## config.mk

```make
export PLATFORM = sky130hd
export DESIGN_NAME = chmask_cmd_regs
export DESIGN_NICKNAME = d
export VERILOG_FILES = /design/src/rtl/chmask_pkg.sv /design/src/rtl/chmask_rst_sync.sv /design/src/rtl/chmask_cmd_decode.sv /design/src/rtl/chmask_mask_reg.sv /design/src/rtl/chmask_cmd_regs.sv
export SDC_FILE = /design/constraint.sdc
export NUM_CORES = 1
export LEC_CHECK = 0
export ABC_AREA = 0
export BUFFER_PORTS_ARGS = -buffer_cell sky130_fd_sc_hd__buf_2
export CAP_MARGIN = 20
export CORE_ASPECT_RATIO = 0.8
export CORE_MARGIN = 4
export CORE_UTILIZATION = 35
export CTS_CLUSTER_DIAMETER = 150
export DETAILED_ROUTE_END_ITERATION = 8
export PLACE_DENSITY_LB_ADDON = 0.1
export SYNTH_ARGS = -nofsm -noshare
export SYNTH_HDL_FRONTEND = slang
export SYNTH_SLANG_ARGS = --single-unit
```

## constraint.sdc

```tcl
create_clock -name clk -period 0.95 [get_ports clk]
set_input_delay 0 -clock clk [delete_from_list [all_inputs] [get_ports clk]]
set_output_delay 0 -clock clk [all_outputs]
set_load 0.05 [all_outputs]
```

## src/rtl/chmask_pkg.sv

```systemverilog
package chmask_pkg;
  // Command byte field positions (decoded by every command lane)
  localparam int CMD_W    = 8;
  localparam int RSV_BIT  = 7;
  localparam int GLB_BIT  = 6;
  localparam int LANES    = 4;

  // Lane order inside the command word
  typedef enum logic [1:0] {
    LANE_SET_REQ = 2'd0,
    LANE_CLR_REQ = 2'd1,
    LANE_SET_ERR = 2'd2,
    LANE_CLR_ERR = 2'd3
  } lane_e;

  // Byte addresses
  localparam int CMD_ADDR  = 0;
  localparam int MASK_ADDR = 4;
endpackage

```

## src/rtl/chmask_rst_sync.sv

```systemverilog
module chmask_rst_sync #(
  parameter int STAGES = 2
) (
  input  logic clk,
  input  logic rst_n,
  output logic rst_sync_n
);
  logic [STAGES-1:0] sync_q;
  logic [STAGES-1:0] sync_d;

  always_comb begin
    sync_d = {sync_q[STAGES-2:0], 1'b1};
  end

  always_ff @(posedge clk or negedge rst_n) begin
    if (!rst_n) sync_q <= '0;
    else        sync_q <= sync_d;
  end

  assign rst_sync_n = sync_q[STAGES-1];
endmodule

```

## src/rtl/chmask_cmd_decode.sv

```systemverilog
module chmask_cmd_decode
  import chmask_pkg::*;
#(
  parameter int NCH = 16
) (
  input  logic              cmd_en,
  input  logic [CMD_W-1:0]  cmd_byte,
  output logic [NCH-1:0]    hit_vec
);
  localparam int CH_W = (NCH > 1) ? $clog2(NCH) : 1;

  logic            rsv_top;
  logic            glb_cmd;
  logic            rsv_mid;
  logic [CH_W-1:0] ch_idx;

  always_comb begin
    rsv_top = cmd_byte[RSV_BIT];
    glb_cmd = cmd_byte[GLB_BIT];
    rsv_mid = |cmd_byte[GLB_BIT-1:CH_W];
    ch_idx  = cmd_byte[CH_W-1:0];
    hit_vec = '0;
    if (cmd_en && !rsv_top) begin
      if (glb_cmd) begin
        hit_vec = '1;
      end else if (!rsv_mid && (int'(ch_idx) < NCH)) begin
        hit_vec[ch_idx] = 1'b1;
      end
    end
  end
endmodule

```

## src/rtl/chmask_mask_reg.sv

```systemverilog
module chmask_mask_reg #(
  parameter int NCH = 16
) (
  input  logic           clk,
  input  logic           rst_n,
  input  logic [NCH-1:0] set_vec,
  input  logic [NCH-1:0] clr_vec,
  output logic [NCH-1:0] mask_q
);
  logic [NCH-1:0] mask_d;
  logic           upd_en;

  // clear applied after set: clear has priority on a shared bit
  always_comb begin
    upd_en = (|set_vec) | (|clr_vec);
    mask_d = (mask_q | set_vec) & ~clr_vec;
  end

  always_ff @(posedge clk or negedge rst_n) begin
    if (!rst_n)      mask_q <= '0;
    else if (upd_en) mask_q <= mask_d;
  end
endmodule

```

## src/rtl/chmask_cmd_regs.sv

```systemverilog
module chmask_cmd_regs
  import chmask_pkg::*;
#(
  parameter int NCH    = 16,
  parameter int ADDR_W = 4
) (
  input  logic              clk,
  input  logic              rst_n,
  input  logic              wr_en,
  input  logic [ADDR_W-1:0] wr_addr,
  input  logic [LANES-1:0]  wr_strb,
  input  logic [31:0]       wr_data,
  input  logic [ADDR_W-1:0] rd_addr,
  output logic [31:0]       rd_data,
  output logic [NCH-1:0]    req_en_mask,
  output logic [NCH-1:0]    err_int_mask
);
  localparam int HALF = 16;

  logic                 rst_sync_n;
  logic                 cmd_hit;
  logic [LANES-1:0]     lane_en;
  logic [NCH-1:0]       lane_hit [LANES];

  chmask_rst_sync #(.STAGES(2)) u_rst (
    .clk        (clk),
    .rst_n      (rst_n),
    .rst_sync_n (rst_sync_n)
  );

  always_comb begin
    cmd_hit = wr_en && (wr_addr == ADDR_W'(CMD_ADDR));
    lane_en = wr_strb & {LANES{cmd_hit}};
  end

  for (genvar l = 0; l < LANES; l++) begin : g_lane
    chmask_cmd_decode #(.NCH(NCH)) u_dec (
      .cmd_en   (lane_en[l]),
      .cmd_byte (wr_data[CMD_W*l +: CMD_W]),
      .hit_vec  (lane_hit[l])
    );
  end

  chmask_mask_reg #(.NCH(NCH)) u_req (
    .clk     (clk),
    .rst_n   (rst_sync_n),
    .set_vec (lane_hit[LANE_SET_REQ]),
    .clr_vec (lane_hit[LANE_CLR_REQ]),
    .mask_q  (req_en_mask)
  );

  chmask_mask_reg #(.NCH(NCH)) u_err (
    .clk     (clk),
    .rst_n   (rst_sync_n),
    .set_vec (lane_hit[LANE_SET_ERR]),
    .clr_vec (lane_hit[LANE_CLR_ERR]),
    .mask_q  (err_int_mask)
  );

  // command word reads as zero; mask word packs both masks
  always_comb begin
    rd_data = '0;
    if (rd_addr == ADDR_W'(MASK_ADDR)) begin
      rd_data[NCH-1:0]       = req_en_mask;
      rd_data[HALF +: NCH]   = err_int_mask;
    end
  end
endmodule

```

==> out/qor.yml <==
clk_latency_ps: 290
die_x_um: 104
fin_crit_sh_pct: 107
fin_util_pct: 64.9
max_freq_mhz: 980
area_growth_pct: 76.0
pwr_density_cell_nw_per_um2: 756
place_area_um2: 3570
mostFrequentLayoutCell: "buf_4"
dieHeight_um: 85.1
syn-num-nets: 314
antenna_found_initial: 0
synth_area_per_cell_um2: 9.75
clk_transition_reported_paths_ps: 70
violations: "negative setup slack"
dieArea_um2: 8890
grt_pass1_wl_mm: 14.8
finalHoldViolCount: 0
slew_headroom_pct: 65.9
cp-start-kind: "register"
gp_congestion: 0.872
cts.path.max_buffers: 2
worst_pin_slew_ps: 512
cap_viol_max_count: 0
coreArea_um2: 7060
final_cell_count_no_fill: 523
drcViolationCount: 0
synth_seq_cells: 34
power_leakage_nw: 2.08
rsz0062_at_grt: "true"
outcome: "finished with violations"
wl_mm: 9.69
criticalPathCategory: "reg -> out"
rows: 27
dr.pass1.iters: 4
syn_area_um2: 2600
clock-root-buffer: "clkbuf_8"
worst_slack_ps: -69.9
hold_path.class: "in -> async"
vias: 2912
fin_tns_setup_ps: -1740
dp_hpwl_mm: 6.17
io_pins: 111
setup_viol: 33
ys_types: 26
synth_warnings: 0
final_cell_mix: "buf_4, buf_2, a211oi_2, buf_8, dfrtp_2"
slew_violations: 0
critPathArrivalTime_ps: 1020
diodes: 0
grtUsageTotal_pct: 20.3
vias_per_cell: 5.57
cts_tree: "yes"
required_ps: 950
htreeDepth: 2
p_total_mw: 3.46
fill_cells: 577
drtIter0Drc: 156
critPathCaptureType: "output port"
io_buffers: 110
nNetsFinal: 482
ir_worst_vdd_mv: 0.528
cts.sink_count: 34
ant_nets: 0
grt_pass1_vias: 2927
period_needed_ps: 1020
syn_inst: 267
numCtsBuffers: 5
path_max_fanout: 3
drive_above_1_share_pct: 72.5
grt_overflow: 0
clock_skew_ps: 5.11
grt_max_degree: 33
dpl.cell_count: 479
wl_per_cell_um: 18.5
yosysSeqAreaShare_pct: 32.7
stdcell_area_um2: 4580
start_util_pct: 36.9
==> final cells by class <==
| class | count | area, um2 | area share, % |
|---|---|---|---|
| Clock buffer | 7 | 86.3 | 1.89 |
| Clock inverter | 1 | 5.00 | 0.109 |
| Inverter | 5 | 18.8 | 0.410 |
| Multi-Input combinational cell | 204 | 1830 | 40.0 |
| Sequential cell | 34 | 892 | 19.5 |
| Tap cell | 87 | 109 | 2.38 |
| Timing Repair Buffer | 185 | 1640 | 35.8 |
==> per-stage QoR <==
stage | hold WS, ps | setup WS (ps)
6_report | 30.4 | -69.9
4_1_cts | 22.1 | -68.7
3_5_place_dp | -212 | -120
3_3_place_gp | -213 | -132
5_1_grt | 34.3 | -100
2_1_floorplan | -296 | -29.3
==> where the power goes <==
part           switching [mW]  total [mW]  internal (mW)
Sequential             0.0112        1.47           1.46
Combinational           0.483       0.859          0.376
Clock                   0.542        1.13          0.585
==> repair_timing <==
| item | in CTS | in global routing |
|---|---|---|
| setup endpoints to repair | 48 | 75 |
| hold buffers | 1 | 0 |
| endpoints found under the hold margin | 2 | 0 |
| setup buffers | 31 | 1 |
| cloned | 0 | 3 |
| pin swaps | 3 | 6 |
| gates resized for setup | 143 | 57 |
==> worst paths after layout <==
path                                  start               end  slack [ps]  cells after the start
max                         u_err.mask_q[9]       rd_data[25]         -70                      2
min                                   rst_n   u_rst.sync_q[1]          30                      2
max reg2reg                u_req.mask_q[15]  u_req.mask_q[15]           0                      2
min reg2reg                 u_rst.sync_q[1]   u_err.mask_q[9]         220                      1
max in group asynchronous   u_rst.sync_q[1]  u_req.mask_q[11]         510                      1
min in group clk                wr_data[25]   u_err.mask_q[3]         160                      3
==> per-layer routing <==
layer | routed length, um | global-route usage [%]
met5 | 0 | 0
met4 | 78 | 2.90
met3 | 595 | 3.65
met2 | 4260 | 31.8
met1 | 4760 | 29.8
==> synthesized netlist by cell type <==
cell type / instances / area [um2]
a41o_1: 10 / 100
clkbuf_1: 11 / 41.3
nor4b_4: 2 / 47.6
a21oi_1: 32 / 160
a31o_2: 2 / 17.5
clkbuf_8: 3 / 41.3
and2_1: 34 / 213
buf_2: 4 / 20.0
a211oi_2: 19 / 238
nor4bb_1: 2 / 20.0
buf_6: 5 / 56.3
nor2_1: 11 / 41.3
nor4b_2: 2 / 30.0
conb_1: 1 / 3.75
nor2b_1: 8 / 50.1
nor4b_1: 7 / 61.3
buf_4: 1 / 7.51
a21o_1: 20 / 150
nor3b_4: 1 / 18.8
a211oi_1: 39 / 293
dfrtp_1: 34 / 851
and4b_1: 2 / 20.0
nor4_1: 4 / 25.0
a311oi_1: 6 / 52.6
and4bb_2: 2 / 25.0
inv_1: 5 / 18.8
==> state kept, by name, summed over array words and instances (netlist names) <==
| register | cells |
|---|---|
| u_err.mask_q | 16 |
| u_req.mask_q | 16 |
| u_rst.sync_q | 2 |
==> critical path, cell delays in order (launching register included) <==
cell and delay [ps]:
dfrtp_2 440, and2_4 150, buf_8 140
==> logic make-up after synthesis <==
family,after synthesis,share of synthesized area [%]
AO/OA/AOI/OAI,128,38.8
flip-flops,34,32.7
buffers and inverters,29,7.12
other,1,0.144
AND/OR/NAND/NOR,75,21.2
No activity file was read; power rests on OpenSTA's default activity.
